===== src/rtl/ssr_pkg.sv =====
// Package: shared constants and byte-layout helpers for the serial SRAM
// sample engine. Assumes 12-bit samples and a 3-byte device address field.
package ssr_pkg;
    localparam int SMP_W   = 12;
    localparam int FRAME_W = 56;
    localparam int BADDR_W = 24;
    localparam int RX_W    = 24;
    localparam logic [7:0] CMD_WRITE = 8'h02;
    localparam logic [7:0] CMD_READ  = 8'h03;
    localparam logic [5:0] BITS_SLOT = 6'd48;
    localparam logic [5:0] BITS_PACK = 6'd56;

    // Pack an even/odd sample pair into three bytes, even sample first.
    function automatic logic [23:0] pack_pair(input logic [SMP_W-1:0] ev,
                                              input logic [SMP_W-1:0] od);
        return {ev, od};
    endfunction

    // Right-justify one sample in a 16-bit slot with a zero upper nibble.
    function automatic logic [15:0] slot_word(input logic [SMP_W-1:0] s);
        return {4'b0000, s};
    endfunction
endpackage


===== src/rtl/ssr_addr_map.sv =====
// Address mapper: turns a sample address into a device index and a byte
// address for either storage format. Assumes NUM_DEV is a power of two for
// slot format and that NUM_DEV*(DEV_BYTES/3) covers nearly all pair indices.
module ssr_addr_map #(
    parameter int ADDR_W    = 18,
    parameter int NUM_DEV   = 4,
    parameter int DEV_BYTES = 131072
) (
    input  logic [ADDR_W-1:0]          addr,
    input  logic                       packed_fmt,
    output logic [$clog2(NUM_DEV)-1:0] dev_idx,
    output logic [23:0]                byte_addr
);
    localparam int DEV_W  = $clog2(NUM_DEV);
    localparam int PAIR_W = ADDR_W - 1;
    localparam int GROUPS = DEV_BYTES / 3;
    localparam int SLOT_W = ADDR_W - DEV_W + 1;

    logic [PAIR_W-1:0]  pair;
    logic [NUM_DEV-1:0] at_or_above;
    logic [DEV_W-1:0]   pk_dev;
    logic [PAIR_W-1:0]  pk_base;
    logic [23:0]        pk_off;
    logic [DEV_W-1:0]   sl_dev;
    logic [23:0]        sl_byte;

    assign pair = addr[ADDR_W-1:1];

    // One threshold compare per device boundary.
    assign at_or_above[0] = 1'b1;
    for (genvar k = 1; k < NUM_DEV; k++) begin : g_bound
        assign at_or_above[k] = (pair >= PAIR_W'(k * GROUPS));
    end

    // Packed format: pick the highest boundary crossed as the device.
    always_comb begin
        pk_dev  = '0;
        pk_base = '0;
        for (int k = 1; k < NUM_DEV; k++) begin
            if (at_or_above[k]) begin
                pk_dev  = DEV_W'(k);
                pk_base = PAIR_W'(k * GROUPS);
            end
        end
        pk_off = 24'(pair - pk_base);
    end

    // Slot format: top bits select the device, the rest index 16-bit words.
    assign sl_dev  = addr[ADDR_W-1 -: DEV_W];
    assign sl_byte = 24'({addr[ADDR_W-DEV_W-1:0], 1'b0});

    // Final format select; packed offset times three as shift plus add.
    always_comb begin
        if (packed_fmt) begin
            dev_idx   = pk_dev;
            byte_addr = (pk_off << 1) + pk_off;
        end else begin
            dev_idx   = sl_dev;
            byte_addr = sl_byte;
        end
    end

    logic unused_w;
    assign unused_w = ^SLOT_W;
endmodule


===== src/rtl/ssr_frame_build.sv =====
// Frame builder: lays out command, byte address and data bits MSB-aligned
// in a 56-bit vector and reports how many bits to send. Purely combinational.
module ssr_frame_build
    import ssr_pkg::*;
(
    input  logic              is_write,
    input  logic              packed_fmt,
    input  logic [23:0]       byte_addr,
    input  logic [SMP_W-1:0]  held_even,
    input  logic [SMP_W-1:0]  cur_sample,
    output logic [FRAME_W-1:0] frame,
    output logic [5:0]         nbits
);
    logic [7:0]  cmd;
    logic [23:0] payload;

    // Choose command byte and payload for the format and direction.
    always_comb begin
        cmd = is_write ? CMD_WRITE : CMD_READ;
        if (!is_write)
            payload = '0;
        else if (packed_fmt)
            payload = pack_pair(held_even, cur_sample);
        else
            payload = {slot_word(cur_sample), 8'h00};
        frame = {cmd, byte_addr, payload};
        nbits = packed_fmt ? BITS_PACK : BITS_SLOT;
    end
endmodule


===== src/rtl/ssr_spi_shift.sv =====
// SPI mode 0 shifter: owns SCK, MOSI and the chip-selects for one frame.
// Assumes start is only raised while busy is low. last_fall marks the clock
// edge that ends the frame; rx holds the last 24 bits received.
module ssr_spi_shift
    import ssr_pkg::*;
#(
    parameter int NUM_DEV  = 4,
    parameter int SCK_HALF = 2
) (
    input  logic                       clk,
    input  logic                       rst_n,
    input  logic                       start,
    input  logic [FRAME_W-1:0]         frame,
    input  logic [5:0]                 nbits,
    input  logic [$clog2(NUM_DEV)-1:0] dev_idx,
    input  logic                       miso,
    output logic                       sck,
    output logic                       mosi,
    output logic [NUM_DEV-1:0]         cs_n,
    output logic                       busy,
    output logic                       last_fall,
    output logic [RX_W-1:0]            rx
);
    localparam int DIV_W = $clog2(SCK_HALF + 1);

    logic [FRAME_W-1:0] tx_q;
    logic [5:0]         left_q;
    logic [DIV_W-1:0]   div_q;
    logic               sck_q;
    logic               busy_q;
    logic [NUM_DEV-1:0] cs_q;
    logic [NUM_DEV-1:0] cs_pick;
    logic [RX_W-1:0]    rx_q;
    logic               half_tick;

    // Decode the device index into an active-low select pattern.
    always_comb begin
        for (int i = 0; i < NUM_DEV; i++)
            cs_pick[i] = (dev_idx != i[$clog2(NUM_DEV)-1:0]);
    end

    assign half_tick = busy_q && (div_q == DIV_W'(SCK_HALF - 1));
    assign last_fall = half_tick && sck_q && (left_q == 6'd1);

    // Frame sequencer: half-period divider, SCK toggling, shift and capture.
    always_ff @(posedge clk) begin
        if (!rst_n) begin
            busy_q <= 1'b0;
            sck_q  <= 1'b0;
            cs_q   <= '1;
            tx_q   <= '0;
            left_q <= '0;
            div_q  <= '0;
            rx_q   <= '0;
        end else if (start && !busy_q) begin
            busy_q <= 1'b1;
            sck_q  <= 1'b0;
            cs_q   <= cs_pick;
            tx_q   <= frame;
            left_q <= nbits;
            div_q  <= '0;
        end else if (busy_q) begin
            if (half_tick) begin
                div_q <= '0;
                if (!sck_q) begin
                    sck_q <= 1'b1;
                    rx_q  <= {rx_q[RX_W-2:0], miso};
                end else begin
                    sck_q <= 1'b0;
                    if (left_q == 6'd1) begin
                        busy_q <= 1'b0;
                        cs_q   <= '1;
                    end else begin
                        tx_q   <= tx_q << 1;
                        left_q <= left_q - 6'd1;
                    end
                end
            end else begin
                div_q <= div_q + DIV_W'(1);
            end
        end
    end

    assign sck  = sck_q;
    assign mosi = tx_q[FRAME_W-1];
    assign cs_n = cs_q;
    assign busy = busy_q;
    assign rx   = rx_q;

    AST_MOSI_HOLD_HIGH: assert property (@(posedge clk) disable iff (!rst_n)
        (sck_q && $past(sck_q)) |-> $stable(tx_q[FRAME_W-1]));
    AST_CS_SINGLE: assert property (@(posedge clk) disable iff (!rst_n)
        $countones(~cs_q) <= 1);
    AST_CS_FRAME_STABLE: assert property (@(posedge clk) disable iff (!rst_n)
        (busy_q && $past(busy_q)) |-> $stable(cs_q));
endmodule


===== src/rtl/ssr_sample_engine.sv =====
// Serial SRAM sample engine (top): accepts one sample read or write at a
// time, handles slot and packed formats, and drives the SPI bank through
// the shifter. Assumes requests are held until accepted (busy low).
module ssr_sample_engine
    import ssr_pkg::*;
#(
    parameter int ADDR_W    = 18,
    parameter int NUM_DEV   = 4,
    parameter int DEV_BYTES = 131072,
    parameter int SCK_HALF  = 2
) (
    input  logic               clk,
    input  logic               rst_n,
    input  logic               req_valid,
    input  logic               req_write,
    input  logic [ADDR_W-1:0]  req_addr,
    input  logic [11:0]        req_data,
    input  logic               pack_mode,
    output logic               busy,
    output logic               done,
    output logic [11:0]        rd_data,
    output logic               spi_sck,
    output logic               spi_mosi,
    input  logic               spi_miso,
    output logic [NUM_DEV-1:0] spi_cs_n
);
    localparam int DEV_W = $clog2(NUM_DEV);

    logic                accept;
    logic                odd_addr;
    logic                need_frame;
    logic                start;
    logic [DEV_W-1:0]    dev_idx;
    logic [23:0]         byte_addr;
    logic [FRAME_W-1:0]  frame;
    logic [5:0]          nbits;
    logic                xfer_busy;
    logic                last_fall;
    logic [RX_W-1:0]     rx;
    logic [SMP_W-1:0]    even_hold;
    logic [SMP_W-1:0]    odd_hold;
    logic [SMP_W-1:0]    rd_q;
    logic                done_q;
    logic                rd_pend;
    logic                rd_pack;

    assign accept     = req_valid && !xfer_busy;
    assign odd_addr   = req_addr[0];
    assign need_frame = !pack_mode || (req_write ? odd_addr : !odd_addr);
    assign start      = accept && need_frame;

    ssr_addr_map #(
        .ADDR_W   (ADDR_W),
        .NUM_DEV  (NUM_DEV),
        .DEV_BYTES(DEV_BYTES)
    ) map_i (
        .addr      (req_addr),
        .packed_fmt(pack_mode),
        .dev_idx   (dev_idx),
        .byte_addr (byte_addr)
    );

    ssr_frame_build build_i (
        .is_write  (req_write),
        .packed_fmt(pack_mode),
        .byte_addr (byte_addr),
        .held_even (even_hold),
        .cur_sample(req_data),
        .frame     (frame),
        .nbits     (nbits)
    );

    ssr_spi_shift #(
        .NUM_DEV (NUM_DEV),
        .SCK_HALF(SCK_HALF)
    ) shift_i (
        .clk      (clk),
        .rst_n    (rst_n),
        .start    (start),
        .frame    (frame),
        .nbits    (nbits),
        .dev_idx  (dev_idx),
        .miso     (spi_miso),
        .sck      (spi_sck),
        .mosi     (spi_mosi),
        .cs_n     (spi_cs_n),
        .busy     (xfer_busy),
        .last_fall(last_fall),
        .rx       (rx)
    );

    // Request bookkeeping: sample holds, frame-less completions, read result.
    always_ff @(posedge clk) begin
        if (!rst_n) begin
            even_hold <= '0;
            odd_hold  <= '0;
            rd_q      <= '0;
            done_q    <= 1'b0;
            rd_pend   <= 1'b0;
            rd_pack   <= 1'b0;
        end else begin
            done_q <= 1'b0;
            if (accept && pack_mode && req_write && !odd_addr) begin
                even_hold <= req_data;
                done_q    <= 1'b1;
            end
            if (accept && pack_mode && !req_write && odd_addr) begin
                rd_q   <= odd_hold;
                done_q <= 1'b1;
            end
            if (start) begin
                rd_pend <= !req_write;
                rd_pack <= pack_mode;
            end
            if (last_fall) begin
                done_q <= 1'b1;
                if (rd_pend) begin
                    if (rd_pack) begin
                        rd_q     <= rx[23:12];
                        odd_hold <= rx[11:0];
                    end else begin
                        rd_q <= rx[11:0];
                    end
                end
            end
        end
    end

    assign busy    = xfer_busy;
    assign done    = done_q;
    assign rd_data = rd_q;

    AST_IDLE_SCK_LOW: assert property (@(posedge clk) disable iff (!rst_n)
        (&spi_cs_n) |-> !spi_sck);
    AST_DONE_ON_RELEASE: assert property (@(posedge clk) disable iff (!rst_n)
        $rose(&spi_cs_n) |-> done);
    AST_SELECT_MEANS_BUSY: assert property (@(posedge clk) disable iff (!rst_n)
        !(&spi_cs_n) |-> busy);
    AST_NO_SELECT_IN_RESET: assert property (@(posedge clk)
        (!rst_n && !$isunknown(spi_cs_n)) |=> (rst_n || (&spi_cs_n && !done && !busy)));
endmodule


===== config.mk =====
export PLATFORM = sky130hd
export DESIGN_NAME = ssr_sample_engine
export DESIGN_NICKNAME = d
export VERILOG_FILES = /design/src/rtl/ssr_pkg.sv /design/src/rtl/ssr_addr_map.sv /design/src/rtl/ssr_frame_build.sv /design/src/rtl/ssr_spi_shift.sv /design/src/rtl/ssr_sample_engine.sv
export SDC_FILE = /design/constraint.sdc
export NUM_CORES = 1
export LEC_CHECK = 0
export BUFFER_PORTS_ARGS = -buffer_cell sky130_fd_sc_hd__buf_2
export CORE_ASPECT_RATIO = 1.5
export CORE_UTILIZATION = 55
export CTS_BUF_LIST = sky130_fd_sc_hd__clkbuf_16
export CTS_CLUSTER_SIZE = 24
export DETAILED_ROUTE_END_ITERATION = 7
export GPL_TIMING_DRIVEN = 0
export PLACE_DENSITY_LB_ADDON = 0.25
export SLEW_MARGIN = 15
export SYNTH_ARGS = -nofsm -noshare
export SYNTH_HDL_FRONTEND = slang
export SYNTH_SLANG_ARGS = --single-unit

===== constraint.sdc =====
create_clock -name clk -period 10.41 [get_ports clk]
set_input_delay 1.5615 -clock clk [delete_from_list [all_inputs] [get_ports clk]]
set_output_delay 1.5615 -clock clk [all_outputs]
set_load 0.01 [all_outputs]

==> results of run 1 <==
## per-layer routing
| layer | part of all wire, % | track usage (%) | vias up |
|---|---|---|---|
| li1 | - | - | 3438 |
| met1 | 37 | 26.8 | 3214 |
| met2 | 54 | 56.8 | 176 |
| met3 | 3.4 | 4.45 | 74 |
| met4 | 5.1 | 17.6 | 0 |
| met5 | 0 | 0 | - |
## critical path: stages
cell                        delay (ps)
sky130_fd_sc_hd__buf_2             160
sky130_fd_sc_hd__o21a_1            200
sky130_fd_sc_hd__o21a_1            160
sky130_fd_sc_hd__o21a_1            160
sky130_fd_sc_hd__o21a_1            160
sky130_fd_sc_hd__o21a_1            170
sky130_fd_sc_hd__o41ai_1           350
sky130_fd_sc_hd__or2_2             220
sky130_fd_sc_hd__inv_1             160
sky130_fd_sc_hd__ha_1              400
sky130_fd_sc_hd__o21ai_0           100
sky130_fd_sc_hd__a21oi_1           340
sky130_fd_sc_hd__o21ai_0           110
sky130_fd_sc_hd__nor2b_1           160
sky130_fd_sc_hd__o21bai_1          130
sky130_fd_sc_hd__a21oi_1           100
sky130_fd_sc_hd__xnor2_1           220
sky130_fd_sc_hd__ha_1              310
sky130_fd_sc_hd__and3_1            230
sky130_fd_sc_hd__o211a_1           130
sky130_fd_sc_hd__a2111oi_0         700
sky130_fd_sc_hd__nor3b_1           150
sky130_fd_sc_hd__or3b_1            200
sky130_fd_sc_hd__mux2_2            160
sky130_fd_sc_hd__a21oi_1            90
sky130_fd_sc_hd__or3_1             370
sky130_fd_sc_hd__o311ai_1           80
## cell type report
cell class | count | area (um^2) | area share, %
Multi-Input combinational cell | 715 | 4460 | 52.5
Inverter | 18 | 67.6 | 0.796
Clock buffer | 17 | 425 | 5.01
Tap cell | 159 | 199 | 2.34
Buffer | 58 | 220 | 2.59
Clock inverter | 15 | 195 | 2.30
Sequential cell | 133 | 2660 | 31.4
Timing Repair Buffer | 53 | 265 | 3.12
## cell usage in the layout (no fill, tap or decap), drive strengths merged, types with 21 or more instances in the layout
cell type / netlist / layout
o21ai: 50 / 50
a311oi: 21 / 21
mux2i: 27 / 27
nor2b: 22 / 22
a21oi: 111 / 111
buf: 10 / 63
ha: 35 / 35
dfxtp: 133 / 133
a211oi: 38 / 38
xnor2: 22 / 22
nand2: 181 / 181
clkbuf: 48 / 65
nor2: 65 / 65
inv: 18 / 21
## final timing paths
path,endpoint,start
worst max-delay path,shift_i.tx_q[40],req_addr[3]
worst min-delay path,shift_i.tx_q[55],shift_i.tx_q[55]
worst max register to register,rd_data[6],shift_i.busy
worst min register to register,shift_i.tx_q[55],shift_i.tx_q[55]
## state kept, by name, indices dropped and copies added (netlist names)
name / cells
shift_i.div_q: 2
shift_i.tx_q: 56
shift_i.sck: 1
shift_i.rx: 24
shift_i.busy: 1
shift_i.left_q: 6
even_hold: 12
shift_i.cs_n: 4
rd_pend: 1
rd_pack: 1
rd_data: 12
odd_hold: 12
done: 1
## logic make-up after synthesis
kind of cell / after synthesis / synth area share [%]
adders and majority gates: 37 / 6.45
DFF: 133 / 36.0
and+or+nand+nor: 329 / 19.5
muxes: 40 / 5.63
xor gates and xnor gates: 27 / 3.60
AOI/OAI and AO/OA: 282 / 25.0
buffers and inverters: 76 / 3.89
## power breakdown
| part | total, mW | internal (mW) | leakage, nW | switching [mW] |
|---|---|---|---|---|
| clock | 0.633 | 0.418 | 0.313 | 0.215 |
| combinational | 0.442 | 0.189 | 1.82 | 0.253 |
| sequential | 0.548 | 0.534 | 1.08 | 0.0140 |
==> parameters.txt, run 1 <==
Parameter                              Value

Logic synthesis
  Post-synthesis cell area ... 7410 um^2
  Most frequent cells after synthesis ... sky130_fd_sc_hd__nand2_1, sky130_fd_sc_hd__dfxtp_1, sky130_fd_sc_hd__a21oi_1, sky130_fd_sc_hd__nor2_1, sky130_fd_sc_hd__clkbuf_1
  Number of unique standard cell types used by synthesis ... 67
  Dominant register cell in the synthesized netlist ... sky130_fd_sc_hd__dfxtp_1
  Number of enable flip-flop cells after synthesis ... 0
  Fraction of registers with async set/reset ... 0%
  Flip-flop and latch count after synthesis ... 133
  Synth top area cells ... sky130_fd_sc_hd__dfxtp_1, sky130_fd_sc_hd__nand2_1, sky130_fd_sc_hd__a21oi_1
  Number of instances in the synthesized netlist ... 924
  Share of synthesized area occupied by flip-flops and latches ... 36.0%
  Total number of yosys warnings ... 0
  Most used standard cell by instance count after synthesis ... sky130_fd_sc_hd__nand2_1
  Fraction of post-synthesis cell area in the top cell type by area ... 36.0%
  Post-synthesis area per instance ... 8.01 um^2
  Library cell with the largest summed area after synthesis ... sky130_fd_sc_hd__dfxtp_1
  Syn Nets ... 997

Clock tree
  Max clock buf depth ... 2
  CTS tree ... yes
  Setup bufs post-CTS ... 0
  Skew-Pair Late Insertion Delay ... 420 ps
  CTS buffer count ... 17
  Hold Buf Count CTS ... 0
  CTS clk-pin slew, worst paths ... 50 ps
  Clock sink total ... 133
  Number of H-tree levels ... 4
  Buffer cell driving the clock tree root ... sky130_fd_sc_hd__clkbuf_16
  Post-cts resize count ... 0

STA
  Fin crit share ... 66.7%
  Worst slew slack as a fraction of its limit ... 44.2%
  Minimum period implied by the final worst setup slack ... 6940 ps
  Accumulated negative setup slack ... 0 ps
  Post-route setup slack ... 3470 ps
  Final-report hold violation count ... 0
  Count of endpoints failing setup in the final report ... 0
  Minimum hold slack ... 447 ps
  Worst clock skew ... 7.19 ps
  Count of final max-slew check failures ... 0
  Highest attainable clock frequency ... 144 MHz
  Unrepaired setup endpoints after global routing ... no
  Slew at the pin closest to its max-slew limit ... 835 ps

Layout
  Layout cell share with drive strength beyond 1 ... 11.3%
  Count of nets after finishing ... 1,069
  Summed area of non-filler cells in the final layout ... 8490 um^2
  Area growth from synthesis to final layout ... 14.6%
  Finished Layout Cells ... 1,168
  Number of antenna cells inserted ... 0
  Fillcell total ... 1,171
  End-of-flow core utilization ... 64.9%

Place
  Worst setup slack after placement ... 3120 ps
  Cell count after placement ... 1,136
  Buffers added on ports ... 53
  Detailed-placement wirelength estimate ... 15.0 mm
  Routability congestion estimate from global placement ... 0.939
  DP Area ... 7870 um^2

Floorplanning
  Initial standard-cell utilization of the core ... 56.6%
  Num rows ... 51
  Die height ... 144 um
  Total Die Area ... 13,900 um^2
  Number of top-level design ports ... 56
  Area of the core region ... 13,100 um^2
  Overall die width ... 96.7 um

GRT
  Global-route total usage across every layer ... 28.4%
  Vias in the first global route ... 6,901
  Antenna violations before repair ... 0
  Maximum number of pins on one net before global-route repair ... 17
  Total congestion overflow after global routing ... 0
  First-pass GRT wire length ... 31.7 mm

Critical path
  Setup CP Type ... input port to flop
  Nature of the critical path endpoint ... flop
  Critical path arrival ... 7260 ps
  CP Max Fanout ... 7
  Category of the worst setup path launch point ... input port
  Data required, critical path ... 10,730 ps
  Setup slack of the worst register-to-register path ... 7680 ps
  Number of cells traversed by the worst register-to-register path ... 7

Power and ir drop
  Pleak ... 3.22 nW
  PwrDens ... 191 nW/um^2
  Worst vdd rail ir drop ... 150 uV
  PnR Total Power ... 1.62 mW

Drt
  Iteration-0 DRC count of the detailed router ... 296
  Routed vias ... 6,902
  Average wire length per cell after detail routing ... 16.6 um
  Pre-antenna DRT Iters ... 5
  DRT antenna net count ... 0
  Count of unresolved DRC violations after routing ... 0
  Total detailed-routing wirelength ... 19.4 mm
  Via-per-instance ratio ... 5.91

Hold path
  Hold Path Stages ... 2
  Worst min path class ... flop to flop

Run
  # Max-Cap Violations ... 0

Run status
  Run status ... finished clean
Power figures use the tool's default switching activity.
==> inputs of run 2 (changes only) <==
clock period = 6.1 ns   (was 10.41 ns; I/O delays follow)
==> run 2 against run 1 <==
Against the previous run:
- cell area rose by 1.1%
- count of clock-buffer cells in the layout did not move
- power up 74%
- clock power increased by 71%
- first-iteration DRC count increased by 5.1%
- die area unchanged
- flip-flop and latch count did not move
- largest cell class unchanged
- highest routed layer unchanged
==> parameters.txt, run 2 (synthesis results as in run 1) <==
Parameter                              Value

STA
  Fin crit share ... 95.1%
  Count of endpoints failing setup in the final report ... 0 (unchanged)
  Count of final max-slew check failures ... 0 (unchanged)
  Slew at the pin closest to its max-slew limit ... 838 ps (+2.64 ps)
  Highest attainable clock frequency ... 172 MHz
  Accumulated negative setup slack ... 0 ps (unchanged)
  Worst slew slack as a fraction of its limit ... 44.0% (-0.18 points)
  Minimum period implied by the final worst setup slack ... 5800 ps
  Final-report hold violation count ... 0 (unchanged)
  Minimum hold slack ... 447 ps (-0.0170 ps)
  Worst clock skew ... 10.8 ps (+3.64 ps)

Critical path
  CP Max Fanout ... 7 (unchanged)
  Data required, critical path ... 6380 ps (-4350 ps)
  Setup CP Type ... input port to flop
  Category of the worst setup path launch point ... input port
  Worst r2r src ... shift_i.busy
  Worst path most repeated cell ... sky130_fd_sc_hd__o21a_1
  CP delay by family, top ... compound AO/OA/AOI/OAI gates
  First element of the critical path ... req_addr[3]
  CP Buf/Inv Count ... 3 (+1)
  Critical path arrival ... 6080 ps (-1180 ps)
  Max incr delay on CP ... 380 ps (-320 ps)
  Nature of the critical path endpoint ... flop
  Slowest stage cell on the critical path ... sky130_fd_sc_hd__ha_1

Floorplanning
  Number of top-level design ports ... 56 (unchanged)
  Area of the core region ... 13,100 um^2 (unchanged)
  Die height ... 144 um (unchanged)
  Overall die width ... 96.7 um (unchanged)
  Num rows ... 51 (unchanged)
  Total Die Area ... 13,900 um^2 (unchanged)
  Initial standard-cell utilization of the core ... 56.6% (unchanged)

Power and ir drop
  PnR Total Power ... 2.82 mW (+74%)
  Worst vdd rail ir drop ... 257 uV (+71%)
  Pleak ... 3.26 nW (+1.3%)
  PwrDens ... 328 nW/um^2 (+72%)

Clock tree
  Buffer cell driving the clock tree root ... sky130_fd_sc_hd__clkbuf_16
  Clock sink total ... 133 (unchanged)
  CTS clk-pin slew, worst paths ... 60 ps (about the same)
  CTS buffer count ... 17 (unchanged)
  Number of H-tree levels ... 4 (unchanged)
  Skew-Pair Late Insertion Delay ... 420 ps (about the same)
  Max clock buf depth ... 2 (unchanged)
  CTS tree ... yes

Drt
  Total detailed-routing wirelength ... 19.6 mm (+1.0%)
  Iteration-0 DRC count of the detailed router ... 311 (+5.1%)
  Via-per-instance ratio ... 5.92 (+0.25%)
  Count of unresolved DRC violations after routing ... 0 (unchanged)
  Pre-antenna DRT Iters ... 5 (unchanged)
  DRT antenna net count ... 0 (unchanged)
  Average wire length per cell after detail routing ... 16.7 um (+0.49%)
  Routed vias ... 6,955 (+0.77%)

Layout
  Flip-flop and latch area ... 2660 um^2 (unchanged)
  Count of nets after finishing ... 1,075 (+0.56%)
  Layout cell share with drive strength beyond 1 ... 13.0% (+1.7 points)
  Most common cell after layout, fill and taps aside ... sky130_fd_sc_hd__nand2_1
  Max FFs per register ... 56 (unchanged)
  Commonest cells after routing, fill and taps aside ... sky130_fd_sc_hd__nand2_1, sky130_fd_sc_hd__dfxtp_1, sky130_fd_sc_hd__a21oi_1, sky130_fd_sc_hd__nor2_1, sky130_fd_sc_hd__buf_2
  Total area of multi-input combinational cells ... 4500 um^2 (+1.0%)
  Number of antenna cells inserted ... 0 (unchanged)
  Most flop-heavy register ... shift_i.tx_q
  Fillcell total ... 1,159 (-1.0%)
  Area growth from synthesis to final layout ... 15.9%
  Finished Layout Cells ... 1,174 (+0.51%)

Hold path
  Startpoint of the most critical hold path ... shift_i.tx_q[55]
  Worst min path class ... flop to flop

GRT
  Top Usage Layer GRT ... met2
  Maximum number of pins on one net before global-route repair ... 17 (unchanged)
  Met2 routing resource usage after global routing ... 56.8% (unchanged)
  GR met3 Demand/Resource ... 4.45% (unchanged)
  Global-route total usage across every layer ... 28.4% (unchanged)
  First-pass GRT wire length ... 31.7 mm (unchanged)
  Grt met1 use ... 26.8% (unchanged)
  Vias in the first global route ... 6,901 (unchanged)
  Antenna violations before repair ... 0 (unchanged)
  Total congestion overflow after global routing ... 0 (unchanged)

Run status
  Run status ... finished clean

Place
  Routability congestion estimate from global placement ... 0.939 (unchanged)
  Buffers added on ports ... 53 (unchanged)
  Detailed-placement wirelength estimate ... 15.0 mm (unchanged)
  Cell count after placement ... 1,136 (unchanged)

Run
  # Max-Cap Violations ... 0 (unchanged)
run 2: changes by cell type in the layout (fill, tap and decap cells not counted), moves of 2 or more:
cell,previous run,this run
sky130_fd_sc_hd__buf_4,0,6
sky130_fd_sc_hd__nor2b_1,22,20
sky130_fd_sc_hd__a21oi_1,111,108
sky130_fd_sc_hd__o21ai_0,43,41
sky130_fd_sc_hd__a21oi_2,0,3
sky130_fd_sc_hd__inv_1,21,19
run 2: report_power, final:
group          switching (mW)  internal [mW]  total [mW]
combinational           0.452          0.351       0.803
clock                   0.369          0.712        1.08
sequential             0.0238          0.912       0.935
run 2: final cells by class:
cell class,count,area share (%)
plain buffers,58,2.56
clock buffers,17,4.95
clock inverters,15,2.27
inverters,18,0.831
multi-input cells,715,52.4
flip-flops and latches,133,31.0
well taps,159,2.32
repair buffers,59,3.61
run 2: timing repair:
item                       4_1_cts  5_1_grt
buffers inserted                 0        6
setup endpoints to repair        2        5
hold buffers                     0        0
pin swaps                        0        4
cloned                           0        0
gates resized for setup          1       15
run 2: worst min-delay path, delay by kind of cell (launching register included):
| kind | cells | cell delay [ps] |
|---|---|---|
| AOI/OAI and AO/OA | 1 | 50 |
| and+or+nand+nor | 1 | 50 |
| DFF | 1 | 300 |
run 2: routing by layer:
layer  wire length, um  share of wire (%)
met1              7280                 37
met2             10700                 55
met3               641                3.3
met4               981                5.0
met5                 0                  0
run 2: per-stage QoR:
| step | utilization [%] | area [um^2] | worst slack [ps] |
|---|---|---|---|
| after detailed placement | 60.2 | 7870 | -548 |
| final | 65.6 | 8590 | 296 |
| after global routing | 65.6 | 8590 | -26.8 |
| after global placement | 60.2 | 7870 | -548 |
| after floorplan | - | 7410 | 436 |
| after CTS | 64.9 | 8490 | 13.6 |
run 2: worst paths after layout:
check | cells after the start | slack, ps | endpoint
worst max register to register | 7 | 3370 | rd_data[10]
worst min-delay path | 2 | 450 | shift_i.tx_q[55]
worst max-delay path | 25 | 300 | shift_i.tx_q[38]
worst min register to register | 2 | 450 | shift_i.tx_q[55]
